[config.mk]
export PLATFORM = sky130hd
export DESIGN_NAME = joy_axis_timer
export DESIGN_NICKNAME = d
export VERILOG_FILES = /design/src/rtl/joy_axis_pkg.sv /design/src/rtl/joy_axis_seq.sv /design/src/rtl/joy_axis_counters.sv /design/src/rtl/joy_axis_regs.sv /design/src/rtl/joy_axis_timer.sv
export SDC_FILE = /design/constraint.sdc
export NUM_CORES = 1
export LEC_CHECK = 0
export ABC_AREA = 1
export BUFFER_PORTS_ARGS = -buffer_cell sky130_fd_sc_hd__buf_2
export CAP_MARGIN = 20
export CORE_MARGIN = 2
export CORE_UTILIZATION = 32
export CTS_CLUSTER_SIZE = 28
export DETAILED_ROUTE_END_ITERATION = 7
export PLACE_DENSITY = 0.57
export SLEW_MARGIN = 40
export SYNTH_ARGS = -nofsm -noshare
export SYNTH_HDL_FRONTEND = slang
export SYNTH_HIERARCHICAL = 1
export SYNTH_SLANG_ARGS = --single-unit
[constraint.sdc]
create_clock -name clk -period 4 [get_ports clk]
set_clock_uncertainty 0.1 [all_clocks]
set_input_delay 0.8 -clock clk [delete_from_list [all_inputs] [get_ports clk]]
set_output_delay 0.8 -clock clk [all_outputs]
set_load 0.02 [all_outputs]
[src/rtl/joy_axis_pkg.sv]
package joy_axis_pkg;

  localparam int unsigned AXIS_COUNT = 4;

  typedef enum logic [1:0] {
    ST_IDLE,
    ST_FIRE,
    ST_RUN,
    ST_HOLD
  } seqState_t;

  // strobes from the sequencer to the axis counters
  typedef struct packed {
    logic start;
    logic fire;
    logic run;
    logic tick;
    logic finish;
  } ctlStrobe_t;

  localparam logic [2:0] ADDR_LEGACY   = 3'd0;
  localparam logic [2:0] ADDR_CONFIG   = 3'd1;
  localparam logic [2:0] ADDR_VALUE_LO = 3'd2;
  localparam logic [2:0] ADDR_VALUE_HI = 3'd3;
  localparam logic [2:0] ADDR_HWCFG    = 3'd4;

endpackage

[src/rtl/joy_axis_seq.sv]
module joy_axis_seq
  import joy_axis_pkg::*;
#(
  parameter int unsigned REARM_TICKS      = 1000,
  parameter int unsigned DIV_HALF         = 2,
  parameter int unsigned DIV_TWENTIETH    = 20,
  parameter int unsigned DIV_TWOHUNDREDTH = 200
) (
  input  logic       clk,
  input  logic       rstN,
  input  logic       startReq,
  input  logic       contMode,
  input  logic [1:0] rateSel,
  input  logic       allDone,
  output ctlStrobe_t strobe
);

  localparam int unsigned PRE_W  = $clog2(DIV_TWOHUNDREDTH + 1);
  localparam int unsigned HOLD_W = $clog2(REARM_TICKS + 1);

  seqState_t         state;
  logic [PRE_W-1:0]  preCnt;
  logic [PRE_W-1:0]  preLimit;
  logic [HOLD_W-1:0] holdCnt;
  logic              holdExpire;
  logic              startNow;
  logic              finishNow;
  logic              tickNow;

  // rate code to terminal prescaler count
  always_comb begin
    case (rateSel)
      2'b00:   preLimit = '0;
      2'b10:   preLimit = PRE_W'(DIV_HALF - 1);
      2'b01:   preLimit = PRE_W'(DIV_TWENTIETH - 1);
      default: preLimit = PRE_W'(DIV_TWOHUNDREDTH - 1);
    endcase
  end

  assign holdExpire = (state == ST_HOLD) && contMode && (holdCnt == HOLD_W'(REARM_TICKS - 1));
  assign startNow   = startReq || holdExpire;
  assign tickNow    = (state == ST_RUN) && (preCnt >= preLimit);
  assign finishNow  = (state == ST_RUN) && allDone && !startNow;

  always_comb begin
    strobe.start  = startNow;
    strobe.fire   = (state == ST_FIRE);
    strobe.run    = (state == ST_RUN);
    strobe.tick   = tickNow;
    strobe.finish = finishNow;
  end

  always_ff @(posedge clk or negedge rstN) begin
    if (!rstN) begin
      state   <= ST_IDLE;
      preCnt  <= '0;
      holdCnt <= '0;
    end else if (startNow) begin
      state  <= ST_FIRE;
      preCnt <= '0;
    end else begin
      case (state)
        ST_FIRE: state <= ST_RUN;
        ST_RUN: begin
          preCnt <= tickNow ? '0 : preCnt + 1'b1;
          if (finishNow) begin
            state   <= contMode ? ST_HOLD : ST_IDLE;
            holdCnt <= '0;
          end
        end
        ST_HOLD: begin
          if (!contMode) state <= ST_IDLE;
          else holdCnt <= holdCnt + 1'b1;
        end
        default: state <= ST_IDLE;
      endcase
    end
  end

endmodule

[src/rtl/joy_axis_counters.sv]
module joy_axis_counters
  import joy_axis_pkg::*;
#(
  parameter int unsigned NUM_AXES = AXIS_COUNT,
  parameter int unsigned CNT_W    = 16
) (
  input  logic                           clk,
  input  logic                           rstN,
  input  ctlStrobe_t                     strobe,
  input  logic [NUM_AXES-1:0]            enMask,
  input  logic [NUM_AXES-1:0]            axisComp,
  output logic [NUM_AXES-1:0]            axisTrig,
  output logic                           allDone,
  output logic                           anyArmed,
  output logic [NUM_AXES-1:0][CNT_W-1:0] latched
);

  localparam logic [CNT_W-1:0] CNT_MAX = '1;

  logic [NUM_AXES-1:0] doneMask;
  logic [NUM_AXES-1:0] armedMask;

  for (genvar g = 0; g < NUM_AXES; g++) begin : g_axis
    logic [CNT_W-1:0] cntQ;
    logic [CNT_W-1:0] latchQ;
    logic             doneQ;
    logic             armedQ;

    always_ff @(posedge clk or negedge rstN) begin
      if (!rstN) begin
        cntQ   <= '0;
        latchQ <= '0;
        doneQ  <= 1'b1;
        armedQ <= 1'b0;
      end else if (strobe.start) begin
        cntQ   <= '0;
        doneQ  <= !enMask[g];
        armedQ <= enMask[g];
      end else begin
        if (strobe.run && !doneQ) begin
          if (!axisComp[g] || (cntQ == CNT_MAX)) doneQ <= 1'b1;
          else if (strobe.tick) cntQ <= cntQ + 1'b1;
        end
        if (strobe.finish) latchQ <= armedQ ? cntQ : '0;
      end
    end

    assign doneMask[g]  = doneQ;
    assign armedMask[g] = armedQ;
    assign latched[g]   = latchQ;
    assign axisTrig[g]  = strobe.fire && armedQ;
  end

  assign allDone  = &doneMask;
  assign anyArmed = |armedMask;

endmodule

[src/rtl/joy_axis_regs.sv]
module joy_axis_regs
  import joy_axis_pkg::*;
#(
  parameter int unsigned NUM_AXES = AXIS_COUNT,
  parameter int unsigned CNT_W    = 16
) (
  input  logic                           clk,
  input  logic                           rstN,
  input  logic [2:0]                     regAddr,
  input  logic                           regWrEn,
  input  logic [7:0]                     regWrData,
  input  logic                           startPulse,
  input  logic                           finishPulse,
  input  logic                           anyArmed,
  input  logic [NUM_AXES-1:0][CNT_W-1:0] latched,
  output logic [7:0]                     regRdData,
  output logic [NUM_AXES-1:0]            enMask,
  output logic                           contMode,
  output logic                           irqEn,
  output logic [1:0]                     rateSel,
  output logic                           readyFlag,
  output logic                           irqFlag,
  output logic                           startReq
);

  localparam int unsigned SEL_W = $clog2(NUM_AXES);

  logic [SEL_W-1:0] axisSel;
  logic [15:0]      valueWord;
  logic             cfgWrite;
  logic             hwWrite;
  logic             unusedWrBits;

  assign cfgWrite     = regWrEn && (regAddr == ADDR_CONFIG);
  assign hwWrite      = regWrEn && (regAddr == ADDR_HWCFG);
  assign startReq     = regWrEn && ((regAddr == ADDR_LEGACY) || (regAddr == ADDR_VALUE_LO) ||
                                    (regAddr == ADDR_VALUE_HI));
  assign unusedWrBits = regWrData[7];

  always_ff @(posedge clk or negedge rstN) begin
    if (!rstN) begin
      enMask   <= '0;
      axisSel  <= '0;
      contMode <= 1'b0;
      irqEn    <= 1'b0;
      rateSel  <= 2'b00;
    end else begin
      if (cfgWrite) begin
        enMask   <= regWrData[NUM_AXES-1:0];
        axisSel  <= regWrData[NUM_AXES +: SEL_W];
        contMode <= regWrData[6];
      end
      if (hwWrite) begin
        irqEn   <= regWrData[0];
        rateSel <= regWrData[2:1];
      end
    end
  end

  always_ff @(posedge clk or negedge rstN) begin
    if (!rstN) begin
      readyFlag <= 1'b0;
      irqFlag   <= 1'b0;
    end else begin
      if (startPulse) readyFlag <= 1'b0;
      else if (finishPulse) readyFlag <= 1'b1;

      if (startPulse || hwWrite) irqFlag <= 1'b0;
      else if (finishPulse && irqEn && anyArmed) irqFlag <= 1'b1;
    end
  end

  assign valueWord = 16'(latched[axisSel]);

  always_comb begin
    case (regAddr)
      ADDR_CONFIG:   regRdData = {readyFlag, contMode, axisSel, enMask};
      ADDR_VALUE_LO: regRdData = valueWord[7:0];
      ADDR_VALUE_HI: regRdData = valueWord[15:8];
      ADDR_HWCFG:    regRdData = {5'b00000, rateSel, irqEn};
      default:       regRdData = 8'h00;
    endcase
  end

endmodule

[src/rtl/joy_axis_timer.sv]
module joy_axis_timer
  import joy_axis_pkg::*;
#(
  parameter int unsigned CNT_W            = 16,
  parameter int unsigned REARM_TICKS      = 1000,
  parameter int unsigned DIV_HALF         = 2,
  parameter int unsigned DIV_TWENTIETH    = 20,
  parameter int unsigned DIV_TWOHUNDREDTH = 200
) (
  input  logic       clk,
  input  logic       rstN,
  input  logic [2:0] regAddr,
  input  logic       regWrEn,
  input  logic [7:0] regWrData,
  output logic [7:0] regRdData,
  input  logic [3:0] axisComp,
  output logic [3:0] axisTrig,
  output logic       irq
);

  localparam int unsigned NUM_AXES = AXIS_COUNT;

  ctlStrobe_t                     strobe;
  logic [NUM_AXES-1:0]            enMask;
  logic                           contMode;
  logic                           irqEn;
  logic [1:0]                     rateSel;
  logic                           readyFlag;
  logic                           irqFlag;
  logic                           startReq;
  logic                           allDone;
  logic                           anyArmed;
  logic [NUM_AXES-1:0][CNT_W-1:0] latched;

  joy_axis_regs #(.NUM_AXES(NUM_AXES), .CNT_W(CNT_W)) u_regs (
    .clk(clk), .rstN(rstN), .regAddr(regAddr), .regWrEn(regWrEn), .regWrData(regWrData),
    .startPulse(strobe.start), .finishPulse(strobe.finish), .anyArmed(anyArmed),
    .latched(latched), .regRdData(regRdData), .enMask(enMask), .contMode(contMode),
    .irqEn(irqEn), .rateSel(rateSel), .readyFlag(readyFlag), .irqFlag(irqFlag),
    .startReq(startReq)
  );

  joy_axis_seq #(
    .REARM_TICKS(REARM_TICKS), .DIV_HALF(DIV_HALF), .DIV_TWENTIETH(DIV_TWENTIETH),
    .DIV_TWOHUNDREDTH(DIV_TWOHUNDREDTH)
  ) u_seq (
    .clk(clk), .rstN(rstN), .startReq(startReq), .contMode(contMode), .rateSel(rateSel),
    .allDone(allDone), .strobe(strobe)
  );

  joy_axis_counters #(.NUM_AXES(NUM_AXES), .CNT_W(CNT_W)) u_counters (
    .clk(clk), .rstN(rstN), .strobe(strobe), .enMask(enMask), .axisComp(axisComp),
    .axisTrig(axisTrig), .allDone(allDone), .anyArmed(anyArmed), .latched(latched)
  );

  assign irq = irqFlag;

endmodule

==> results.yml <==
status:
  outcome: "completed"
synth:
  synth-seq-area-share_pct: 41.2
  ys_seq_elements: 168
  synth-edff-count: 0
  yosysMostFrequentCell: "nand2_1"
  synth_top_cell_area_share_pct: 40.1
  synth_commonest_cells: "428 x nand2_1, 217 x nand3_1, 168 x inv_1, 164 x dfrtp_1, 135 x o21ai_0"
  avgSynthCellArea_sq_um: 7.10
  synth-async-reset-ratio_pct: 100
  post-synth-top-area-cell: "dfrtp_1"
  syn-cell-area_sq_mm: 0.0102
  synth_area_leaders: "dfrtp_1 40%, nand2_1 16%, nand3_1 11%, o21ai_0 6.6%, inv_1 6.2%"
  ys_warn_count: 6
  synth.distinct_cells: 42
  syn_nets: 1473
  syn-instance-count: 1440
  ys.flop_type: "dfrtp_1"
clocking:
  cts_tree: "built"
  cts_inserted_buffers: 17
  worstSkewPairLatency_ns: 0.44
  cts_hold_buf: 0
  clock_sinks: 168
  root_buffer: "clkbuf_16"
  cts_max_level: 4
  cts_buffer_depth: 2
  ctsResizeCount: 0
  cts_setup_buffers: 0
  cts.clk_slew.worst_paths_ns: 0.07
sta:
  fin_crit_sh_pct: 79.2
  slew_headroom_pct: 51.1
  finalHoldViolCount: 0
  tightest_slew_ns: 0.734
  hold_ws_ns: 0.291
  setup_slack_ns: 0.832
  finalSetupTns_ns: 0
  fin_crit_ns: 3.17
  max_freq_mhz: 316
  setup_viol: 0
  report.final.slew_viol_count: 0
  rsz0062_at_grt: "no"
cells_and_area:
  multiInputGateArea_sq_mm: 0.00500
  fin_nets: 1472
  seq_area_sq_mm: 0.00421
  postLayoutCellArea_sq_mm: 0.0112
  insertedDiodeCount: 0
  area_delta_synth_final_pct: 9.50
  nFillCells: 3333
  drive_above_1_share_pct: 8.95
global_routing:
  antenna_found_initial: 0
  grt_max_degree: 75
  grt_usage_pct: 17.1
  grt_pass1_vias: 8680
  grt_pass1_wl_microns: 45600
  overflow: 0
worst_setup_path:
  cp_common_cell: "nand3_1"
  cp_slowest_cell: "inv_2"
  slowest_delay_ns: 0.45
  start_kind: "flop"
  required_ns: 3.10
  cp_data_arrival_time_ns: 2.27
  end_kind: "primary output"
  path_cells: "buf_4 > inv_2 > nand2_1 > nand3_1 > nand3_1 > nand3_1 > buf_2"
  critPathTopFamily: "buffers and inverters"
  crit_fanout: 34
  path_buf_inv: 3
  worstSetupPathType: "reg2out"
power_and_ir_drop:
  leakage_uw: 0.00545
  p_per_area_mw_per_mm2: 349
  ir_drop_v: 0.000302
placement:
  gp_congestion: 0.915
  dp_hpwl_microns: 19400
  dpl_cell_area_sq_mm: 0.0106
  port_buffers: 29
  place_ws_ns: 0.956
flow_run:
  cap_viol_max_count: 0
route:
  vias: 9149
  wire_per_inst_microns: 14.9
  drcViolationCount: 0
  drt_pre_antenna_iters: 6
  dr.first_iter.drc_count: 801
  viasPerCell: 4.93
  wirelength_microns: 27700
  ant_nets: 0
die:
  die-area_sq_mm: 0.0334
  start_util_pct: 32.5
  die_h_microns: 183
  io_pins: 31
  core_area_sq_mm: 0.0315
  die_w_microns: 183
  rows: 65
min_path:
  hp-class: "in2async"
## state kept, by name, summed over array words and instances, names as in the netlist
| register | flops |
|---|---|
| u_counters/g_axis.latchQ | 64 |
| u_counters/g_axis.doneQ | 4 |
| u_regs/readyFlag | 1 |
| u_seq/preCnt | 8 |
| u_regs/rateSel | 2 |
| u_regs/axisSel | 2 |
| u_regs/irqFlag | 1 |
| u_seq/state | 2 |
| u_regs/enMask | 4 |
| u_counters/g_axis.armedQ | 4 |
| u_regs/contMode | 1 |
| u_regs/irqEn | 1 |
| u_seq/holdCnt | 10 |
| u_counters/g_axis.cntQ | 64 |
## per-layer routing
layer	part of all wire, %	wire [microns]	GRT usage, %
met4	2.0	564	4.97
met5	0	0	0
met3	4.1	1130	2.96
met2	45	12600	26.9
met1	48	13400	24.0
## kinds of logic (layout without fill, tap and decap cells)
family,Yosys count,in the layout,share of synthesized area [%]
flops,168,168,41.2
compound gates,167,167,8.75
buf+inv,233,245,9.97
simple gates,829,829,35.9
fa+ha+maj,15,15,1.84
xor+xnor,28,28,2.40
## layout make-up
class                      count  share of cell area (%)
clock inverter                11                   0.995
sequential                   168                    37.6
tap                          402                    4.49
multi-input combinational   1039                    44.6
inverter                     171                    5.76
clock buffer                  21                    4.20
timing repair buffer          42                    2.34
## worst paths after layout
kind | end | start | cells past startpoint | slack [ns]
max | regRdData[7] | u_regs/axisSel[0]$_DFFE_PN0P_ | 7 | 0.83
min | u_counters/g_axis[2].cntQ[11]$_DFFE_PN0P_ | rstN | 1 | 0.29
max reg2reg | u_counters/g_axis[2].latchQ[0]$_DFFE_PN0P_ | u_seq/state[0]$_DFFE_PN0P_ | 11 | 0.97
min reg2reg | u_regs/readyFlag$_DFFE_PN0P_ | u_regs/readyFlag$_DFFE_PN0P_ | 2 | 0.41
max in group asynchronous | u_counters/g_axis[0].cntQ[13]$_DFFE_PN0P_ | rstN | 2 | 2.64
min in group clk | u_regs/readyFlag$_DFFE_PN0P_ | u_regs/readyFlag$_DFFE_PN0P_ | 2 | 0.41
## report_power, final
part	internal (uW)	leakage, uW	switching, uW
combinational	120	0.00286	328
clock	918	0.000281	730
sequential	1740	0.00231	69.1
## per-stage QoR
step | cells | total power (uW) | util, %
6_report | 1854 | 3910 | 35.6
5_1_grt | 1854 | 4090 | 35.6
4_1_cts | 1854 | 3960 | 35.6
3_5_place_dp | 1822 | 2290 | 33.7
3_3_place_gp | 1822 | 2290 | 33.7
2_1_floorplan | 1440 | 2140 | -
## cells in the final DEF (no fill, tap or decap), types with 4 or more instances in the layout
master | synthesis | layout
buf_4 | 5 | 12
buf_2 | 14 | 28
nand2_1 | 428 | 428
a21oi_1 | 11 | 11
nand4_1 | 26 | 26
inv_1 | 168 | 167
o21ai_0 | 135 | 135
nand3_1 | 217 | 217
o21ai_2 | 10 | 10
inv_6 | 0 | 4
nand2_2 | 10 | 10
nor2_4 | 5 | 5
ha_1 | 15 | 15
nor2_1 | 111 | 111
clkbuf_16 | 0 | 17
xor2_1 | 26 | 26
nand2_4 | 5 | 5
dfstp_2 | 4 | 4
nor3_1 | 4 | 4
dfrtp_1 | 164 | 164
a21boi_0 | 4 | 4
nor2_2 | 8 | 8
Note: power is estimated with default switching activity, not from simulation.
